==> config.mk <==
export PLATFORM = sky130hd
export DESIGN_NAME = pipe_ctl_top
export DESIGN_NICKNAME = d
export VERILOG_FILES = /design/src/rtl/pipe_ctl_pkg.sv /design/src/rtl/pipe_ctl_decode.sv /design/src/rtl/pipe_ctl_stage.sv /design/src/rtl/pipe_ctl_top.sv
export SDC_FILE = /design/constraint.sdc
export NUM_CORES = 1
export LEC_CHECK = 0
export BUFFER_PORTS_ARGS = -buffer_cell sky130_fd_sc_hd__buf_2
export CAP_MARGIN = 20
export CORE_AREA = 8 8 45 47
export DETAILED_ROUTE_END_ITERATION = 7
export DIE_AREA = 0 0 53 55
export PLACE_DENSITY = 0.61
export SYNTH_ARGS = -nofsm -noshare
export SYNTH_HDL_FRONTEND = slang
export SYNTH_SLANG_ARGS = --single-unit
==> constraint.sdc <==
create_clock -name clk -period 2.55 [get_ports clk]
set_clock_uncertainty 0.05 [all_clocks]
set_input_delay 0.3825 -clock clk [delete_from_list [all_inputs] [get_ports clk]]
set_output_delay 0.3825 -clock clk [all_outputs]
set_load 0.02 [all_outputs]
==> src/rtl/pipe_ctl_pkg.sv <==
package pipe_ctl_pkg;
  localparam int OPC_W = 6;

  typedef enum logic [1:0] {
    ALU_ADDR  = 2'b00,
    ALU_CMP   = 2'b01,
    ALU_FUNCT = 2'b10,
    ALU_IMM   = 2'b11
  } alu_sel_e;

  typedef struct packed {
    logic     dst_rd;
    alu_sel_e alu_op;
    logic     alu_imm;
  } ex_grp_t;

  typedef struct packed {
    logic br_eq;
    logic mem_rd;
    logic mem_wr;
  } mem_grp_t;

  typedef struct packed {
    logic reg_we;
    logic wb_mem;
  } wb_grp_t;

  typedef struct packed {
    ex_grp_t  ex;
    mem_grp_t mem;
    wb_grp_t  wb;
  } ctl_word_t;

  typedef struct packed {
    mem_grp_t mem;
    wb_grp_t  wb;
  } ctl_tail_t;

  localparam int WORD_W = $bits(ctl_word_t);
  localparam int TAIL_W = $bits(ctl_tail_t);
  localparam int WB_W   = $bits(wb_grp_t);

  localparam logic [OPC_W-1:0] OPC_RTYPE = 6'h00;
  localparam logic [OPC_W-1:0] OPC_LOAD  = 6'h23;
  localparam logic [OPC_W-1:0] OPC_STORE = 6'h2B;
  localparam logic [OPC_W-1:0] OPC_BEQ   = 6'h04;
  localparam logic [OPC_W-1:0] OPC_ADDI  = 6'h08;
endpackage

==> src/rtl/pipe_ctl_decode.sv <==
module pipe_ctl_decode
  import pipe_ctl_pkg::*;
(
  input  logic [OPC_W-1:0] opcode,
  input  logic             bubble,
  output ctl_word_t        word
);
  ctl_word_t raw;

  always_comb begin
    raw = '0;
    unique case (opcode)
      OPC_RTYPE: begin
        raw.ex.dst_rd = 1'b1;
        raw.ex.alu_op = ALU_FUNCT;
        raw.wb.reg_we = 1'b1;
      end
      OPC_LOAD: begin
        raw.ex.alu_op  = ALU_ADDR;
        raw.ex.alu_imm = 1'b1;
        raw.mem.mem_rd = 1'b1;
        raw.wb.reg_we  = 1'b1;
        raw.wb.wb_mem  = 1'b1;
      end
      OPC_STORE: begin
        raw.ex.alu_op  = ALU_ADDR;
        raw.ex.alu_imm = 1'b1;
        raw.mem.mem_wr = 1'b1;
      end
      OPC_BEQ: begin
        raw.ex.alu_op = ALU_CMP;
        raw.mem.br_eq = 1'b1;
      end
      OPC_ADDI: begin
        raw.ex.alu_op  = ALU_IMM;
        raw.ex.alu_imm = 1'b1;
        raw.wb.reg_we  = 1'b1;
      end
      default: raw = '0;
    endcase
  end

  assign word = bubble ? ctl_word_t'('0) : raw;
endmodule

==> src/rtl/pipe_ctl_stage.sv <==
module pipe_ctl_stage #(
  parameter int W = 1
) (
  input  logic         clk,
  input  logic         rst,
  input  logic [W-1:0] d,
  output logic [W-1:0] q
);
  always_ff @(posedge clk) begin
    if (rst) q <= '0;
    else     q <= d;
  end
endmodule

==> src/rtl/pipe_ctl_top.sv <==
module pipe_ctl_top
  import pipe_ctl_pkg::*;
(
  input  logic             clk,
  input  logic             rst,
  input  logic [OPC_W-1:0] opcode,
  input  logic             bubble,
  output logic             ex_dst_rd,
  output logic [1:0]       ex_alu_op,
  output logic             ex_alu_imm,
  output logic             mem_branch,
  output logic             mem_read,
  output logic             mem_write,
  output logic             wb_reg_we,
  output logic             wb_sel_mem
);
  ctl_word_t id_word;
  ctl_word_t idex_q;
  ctl_tail_t exmem_d;
  ctl_tail_t exmem_q;
  wb_grp_t   memwb_q;

  pipe_ctl_decode u_dec (
    .opcode (opcode),
    .bubble (bubble),
    .word   (id_word)
  );

  // ID/EX: all nine lines
  pipe_ctl_stage #(.W(WORD_W)) u_idex (
    .clk (clk), .rst (rst), .d (id_word), .q (idex_q)
  );

  // EX/MEM: execute group is dropped here
  assign exmem_d.mem = idex_q.mem;
  assign exmem_d.wb  = idex_q.wb;

  pipe_ctl_stage #(.W(TAIL_W)) u_exmem (
    .clk (clk), .rst (rst), .d (exmem_d), .q (exmem_q)
  );

  // MEM/WB: only the write-back group remains
  pipe_ctl_stage #(.W(WB_W)) u_memwb (
    .clk (clk), .rst (rst), .d (exmem_q.wb), .q (memwb_q)
  );

  assign ex_dst_rd  = idex_q.ex.dst_rd;
  assign ex_alu_op  = idex_q.ex.alu_op;
  assign ex_alu_imm = idex_q.ex.alu_imm;
  assign mem_branch = exmem_q.mem.br_eq;
  assign mem_read   = exmem_q.mem.mem_rd;
  assign mem_write  = exmem_q.mem.mem_wr;
  assign wb_reg_we  = memwb_q.reg_we;
  assign wb_sel_mem = memwb_q.wb_mem;

  p_reset_clear_r1: assert property (@(posedge clk) disable iff (rst)
    $past(rst) |-> !(mem_read || mem_write || mem_branch || wb_reg_we || wb_sel_mem || ex_alu_imm));

  p_stage_advance_r2: assert property (@(posedge clk) disable iff (rst)
    !$past(rst) |-> (mem_read == $past(idex_q.mem.mem_rd)) && (wb_reg_we == $past(exmem_q.wb.reg_we)));

  p_bubble_zero_r9: assert property (@(posedge clk) disable iff (rst)
    bubble |=> (ex_alu_op == 2'b00) && !ex_dst_rd && !ex_alu_imm);

  p_mem_exclusive_r10: assert property (@(posedge clk) disable iff (rst)
    $onehot0({mem_branch, mem_read, mem_write}));

  p_wbsel_needs_we_r10: assert property (@(posedge clk) disable iff (rst)
    wb_sel_mem |-> wb_reg_we);

  p_funct_uses_rd_r3: assert property (@(posedge clk) disable iff (rst)
    (ex_alu_op == 2'b10) |-> ex_dst_rd && !ex_alu_imm);
endmodule

==> results.rst, run 1 <==
.. list-table::
   :header-rows: 1

   * - Metric
     - Value
   * - Result of the run
     - complete, no violations
   * - Wire length per cell after detailed routing
     - between 10 and 15 microns
   * - TritonCTS sink count
     - 14
   * - Worst r2r dst
     - u_memwb.q[0]
   * - Slowest stage cell, crit path
     - dfxtp_1
   * - End point of the worst hold path
     - u_idex.q[7]
   * - Total congestion overflow after global routing
     - 0
   * - DRC
     - 0
   * - Number of design-rule violations left by the first detailed-router iteration
     - 4
   * - Final net count
     - 68
   * - Met1 global-route usage
     - 0.0599
   * - Cell family contributing the most delay on the critical path
     - flip-flops
   * - Depth of the CTS H-tree
     - 1
   * - Data arrival time of the critical path
     - 0.75 ns
   * - Clock network latency to the later pin of the worst-skew pair
     - 0.26 ns
   * - Post-route setup slack
     - 1.37 ns
   * - Post-CTS clock slew at the launch and capture registers of the worst setup and hold paths
     - about 0.08 ns
   * - Wire length of the first global-routing pass
     - 1.18 mm
   * - Startpoint type of the worst setup path
     - register
   * - Met2 layer usage reported by global route
     - 0.0879
   * - Setup repair after global routing missed its margin
     - no
   * - Cell area after technology mapping
     - 442 sq um
   * - Count of final setup violators
     - 0
   * - Largest vdd supply drop
     - 0.265 mV
   * - Syn_area_per_cell
     - 11.3 sq um
   * - Worst hold start
     - opcode[2]
   * - Buffer depth of the longest clock path
     - 2
   * - Static leakage
     - 0.255 nW
   * - Hold-critical path depth
     - 2
   * - Number of synthesized register bits
     - 14
   * - Die height
     - 55 microns
   * - Req. time, crit path
     - 2.12 ns
   * - Via count of the first global-routing pass
     - 298
   * - Sequential cell area
     - 280 sq um
   * - Number of warnings reported in the yosys synthesis log
     - 0
   * - Starting utilization of the core area
     - 0.319
   * - Most heavily used metal layer in global routing
     - met2
   * - Standard-cell rows
     - 14
   * - Hold bufs inserted after CTS
     - 0
   * - Slew at the pin with the worst max-slew slack
     - between 0.2 and 0.25 ns
   * - Layout cells sized above 1
     - 0.397
   * - Number of hold violations in the final report
     - 0
   * - Aggregate global-route resource usage
     - 0.0560
   * - Io pins
     - 18
   * - Final Cycle Share
     - 0.463
   * - Power per cell area
     - approximately 690 mW/mm^2
   * - Post-route setup TNS
     - 0 ns
   * - Filler cell count in the final layout
     - 134
   * - Post-synthesis sequential area ratio
     - 0.635
   * - Routed WL
     - 765 microns
   * - Post-CTS setup buffer count
     - 0
   * - Total iterations of the first detailed-routing run
     - 2
   * - Placed wire-length estimate after detailed placement
     - 596 microns
   * - HP Class
     - input port to register
   * - Met3 layer usage reported by global route
     - 0.0160
   * - Pin count of the biggest net entering global routing
     - 9
   * - Buffering stage count on the worst path with inverters included
     - 1
   * - Area added between synthesis and finish
     - 28.6%
   * - Stage delay of the slowest cell on the critical path
     - 0.32 ns
   * - Overall via count from detail_route
     - 325
   * - Vias/cell
     - approximately 4.4
   * - Post-cts resize count
     - 0
   * - Worst-path fanout max
     - 2
   * - Core region area
     - between 0.001 and 0.0015 sq mm
   * - Reported max-cap violation count
     - 0
   * - Clock root buffer
     - clkbuf_4
   * - Count of buffers from port buffering
     - 17
   * - Count of nets left with antenna violations after detail routing
     - 0
   * - Ant. Diodes
     - 0
   * - Register-to-register path setup slack
     - 1.97 ns
   * - Pre-CTS setup slack
     - 1.20 ns
   * - Last weighted congestion value of the routability-driven placer
     - between 0.6 and 0.7
   * - Critical R2R Launch
     - u_exmem.q[3]
   * - Critical path, cell by cell
     - buf_2
   * - Depth of the worst register-to-register path
     - 1
   * - Clock tree from TritonCTS
     - built
   * - Multi-input gate area
     - around 140 sq um
   * - Max-slew headroom at the worst pin
     - 0.858
   * - Post-synth cell types
     - 15
   * - Critical path type
     - register to output port
   * - Total clock buffers created by CTS
     - 3
   * - Die X-Extent
     - 53 microns
   * - Post-route minimum period
     - 1.18 ns
   * - Post-synthesis net count
     - 48
   * - Maximum clock frequency
     - 848 MHz
   * - Cells after synthesis
     - 39
   * - Critical path endpoint category
     - output port
   * - Full die area
     - 0.00292 sq mm
   * - Number of max-slew violations in the final report
     - 0
   * - Antenna violations before repair
     - 0
flip-flops by register name, indices dropped and copies added, names as in the netlist:
register and count:
u_exmem.q 4, u_memwb.q 2, u_idex.q 8
worst max path at each step:
stage / from / endpoint / slack, ns / depth (start not counted)
6_report: u_exmem.q[3] / mem_read / 1.37 / 1
5_1_grt: u_idex.q[5] / ex_alu_imm / 1.32 / 1
3_5_place_dp: opcode[2] / u_idex.q[2] / 1.20 / 3
4_1_cts: u_idex.q[5] / ex_alu_imm / 1.35 / 1
3_3_place_gp: opcode[2] / u_idex.q[8] / 1.20 / 3
2_1_floorplan: opcode[2] / u_idex.q[2] / 1.36 / 2
through the flow:
| step | hold WS [ns] | cell area [sq um] | std cells | power [W] | util |
|---|---|---|---|---|---|
| floorplan | 0.364 | 442 | 39 | 0.000233 | - |
| global placement | 0.367 | 532 | 70 | 0.000244 | 0.384 |
| detailed placement | 0.372 | 532 | 70 | 0.000245 | 0.384 |
| CTS | 0.277 | 568 | 74 | 0.000399 | 0.410 |
| global route | 0.282 | 568 | 74 | 0.000413 | 0.410 |
| finish | 0.287 | 568 | 74 | 0.000390 | 0.410 |
final cells by class:
cell class              instances  share of cell area
flip-flops and latches         14               0.493
multi-input cells              21               0.244
repair buffers                 17               0.150
clock buffers                   4              0.0639
well taps                      16              0.0352
inverters                       2              0.0132
cell usage in the layout (no fill, tap or decap), drive strengths merged:
cell / count
nand4b: 1
clkbuf: 4
or4b: 1
nor2b: 6
or4: 1
xnor2: 1
nor3: 4
nor4: 1
dfxtp: 14
or3: 2
inv: 2
a21oi: 2
nand3: 1
buf: 17
nor2: 1
cell usage after synthesis:
master     n  area (sq um)
nand4b_1   1          8.76
nor2_1     1          3.75
nor3_2     1          10.0
nor3_1     3          15.0
dfxtp_1   14           280
a21oi_1    2          10.0
nand3_1    1          5.00
inv_1      2          7.51
buf_4      2          15.0
or4_4      1          11.3
or3_1      2          12.5
xnor2_1    1          8.76
nor4_1     1          6.26
or4b_1     1          10.0
nor2b_1    6          37.5
layer usage:
metal  vias up  routed length, microns
met1       142                     352
met4         0                      19
met2        12                     321
li1        169                       -
met3         2                      72
met5         -                       0
power breakdown:
part | switching, W | total [W] | internal [W]
combinational | 0.0000114 | 0.0000200 | 0.00000863
clock | 0.0000641 | 0.000151 | 0.0000866
sequential | 0.000000167 | 0.000219 | 0.000219
cell families after synthesis:
kind of cell | share of synthesized area
AND/OR/NAND/NOR | 0.272
flip-flops | 0.635
buffers and inverters | 0.0510
AO/OA/AOI/OAI | 0.0227
XOR/XNOR | 0.0198
Power figures use the tool's default switching activity.
==> run 2: changes to the inputs <==
clock period = 1.1 ns   (was 2.55 ns; I/O delays follow)
==> results.rst, run 2 (synthesized netlist as in run 1, its figures left out) <==
.. list-table::
   :header-rows: 1

   * - Metric
     - Value
   * - Antenna violations before repair
     - 0
   * - Layout cells sized above 1
     - 0.426
   * - Static leakage
     - 0.270 nW
   * - Vias/cell
     - between 4 and 5
   * - Stage delay of the slowest cell on the critical path
     - 0.33 ns
   * - Die height
     - 55 microns
   * - Startpoint type of the worst setup path
     - register
   * - Number of hold violations in the final report
     - 0
   * - Final net count
     - 71
   * - Die X-Extent
     - 53 microns
   * - Cell family contributing the most delay on the critical path
     - flip-flops
   * - Critical path type
     - register to output port
   * - Count of buffers from port buffering
     - 17
   * - DRC
     - 0
   * - Req. time, crit path
     - ~0.9 ns
   * - Biggest regs
     - u_idex.q x8, u_exmem.q x4, u_memwb.q x2
   * - Power per cell area
     - 1570 mW/mm^2
   * - Pre-CTS setup slack
     - -0.0172 ns
   * - Largest vdd supply drop
     - between 0.5 and 0.6 mV
   * - Post-CTS clock slew at the launch and capture registers of the worst setup and hold paths
     - roughly 0.080 ns
   * - Multi-input gate area
     - 139 sq um
   * - Maximum clock frequency
     - about 1000 MHz
   * - Hold bufs inserted after CTS
     - 0
   * - Filler cell count in the final layout
     - 139
   * - Ant. Diodes
     - 0
   * - Post-route setup slack
     - roughly 0.12 ns
   * - Clock tree from TritonCTS
     - built
   * - Data arrival time of the critical path
     - 0.76 ns
   * - Routed WL
     - ~830 microns
   * - Reported max-cap violation count
     - 0
   * - Max-slew headroom at the worst pin
     - 0.868
   * - Full die area
     - 0.00292 sq mm
   * - Sequential cell area
     - approximately 280 sq um
   * - Area added between synthesis and finish
     - 33.7%
   * - Buffering stage count on the worst path with inverters included
     - 1
   * - Overall via count from detail_route
     - around 340
   * - Slew at the pin with the worst max-slew slack
     - 0.197 ns
   * - Post-cts resize count
     - 0
   * - Total iterations of the first detailed-routing run
     - 2
   * - Number of cells after detailed placement
     - 73
   * - Number of max-slew violations in the final report
     - 0
   * - Critical path endpoint category
     - output port
   * - Pin count of the biggest net entering global routing
     - 9
   * - Core region area
     - 0.00138 sq mm
   * - Standard-cell rows
     - 14
   * - Post-CTS setup buffer count
     - 0
   * - Clock root buffer
     - clkbuf_4
   * - Buffer depth of the longest clock path
     - 2
   * - Number of design-rule violations left by the first detailed-router iteration
     - 5
   * - Setup repair after global routing missed its margin
     - no
   * - Starting utilization of the core area
     - 0.319
   * - Placed wire-length estimate after detailed placement
     - 646 microns
   * - Clock network latency to the later pin of the worst-skew pair
     - 0.28 ns
   * - Count of final setup violators
     - 0
   * - Slowest stage cell, crit path
     - dfxtp_1
   * - Total congestion overflow after global routing
     - 0
   * - HP Class
     - input port to register
   * - Final Cycle Share
     - 0.889
   * - Flip-flop count of the largest register, all copies and words added
     - 8
   * - Aggregate global-route resource usage
     - 0.0652
   * - Via count of the first global-routing pass
     - 329
   * - Critical path, cell by cell
     - buf_2
   * - Finished Core Util
     - 0.427
   * - Register bank with the most flops
     - u_idex.q
   * - Io pins
     - 18
   * - Number of standard cells in the layout, taps in and fillers out
     - 77
   * - Last weighted congestion value of the routability-driven placer
     - 0.736
   * - Result of the run
     - complete, no violations
   * - Wire length per cell after detailed routing
     - 10.8 microns
   * - Most common cell after layout, fill and taps aside
     - buf_2
   * - Worst-path fanout max
     - 2
   * - TritonCTS sink count
     - 14
   * - Leading cell types in the layout, fill and taps excluded
     - buf_2 (17), dfxtp_1 (14), nor2b_1 (6)
   * - Wire length of the first global-routing pass
     - 1.32 mm
   * - Total clock buffers created by CTS
     - 3
   * - Count of nets left with antenna violations after detail routing
     - 0
   * - Post-route minimum period
     - 0.978 ns
   * - Depth of the CTS H-tree
     - 1
## run 2: path summary, 6_finish.rpt
check | from | endpoint | cells past startpoint | slack [ns]
setup / recovery | u_exmem.q[3] | mem_read | 1 | 0.12
hold / removal | opcode[1] | u_idex.q[3] | 3 | 0.13
setup reg to reg | u_exmem.q[3] | u_memwb.q[0] | 1 | 0.53
hold reg to reg | u_idex.q[1] | u_exmem.q[1] | 1 | 0.39
## run 2: metal layers
metal	up-vias	wire length, microns	global-route usage
li1	173	-	-
met1	148	358	0.0628
met5	-	0	0
met4	0	33	0.0905
met2	14	374	0.0996
met3	4	67	0.0160
## run 2: power breakdown
group / internal (W) / switching [W] / total, W / leakage (nW)
clock: 0.000201 / 0.000161 / 0.000362 / 0.0210
combinational: 0.0000269 / 0.0000274 / 0.0000543 / 0.136
sequential: 0.000508 / 0.000000388 / 0.000509 / 0.113
## run 2: area by class of cell
class                           instances  share of cell area
Sequential cell                        14               0.475
Tap cell                               16              0.0339
Clock buffer                            4              0.0614
Multi-Input combinational cell         21               0.235
Inverter                                2              0.0127
Timing Repair Buffer                   20               0.182
## run 2: through the flow
stage               hold slack (ns)  instance area (sq um)  TNS (ns)  total power (W)
floorplan                     0.187                    442         0         0.000539
global placement              0.366                    554   -0.0196         0.000574
detailed placement            0.378                    554   -0.0439         0.000575
CTS                           0.125                    591         0         0.000940
global route                  0.119                    591         0         0.000971
finish                        0.128                    591         0         0.000925
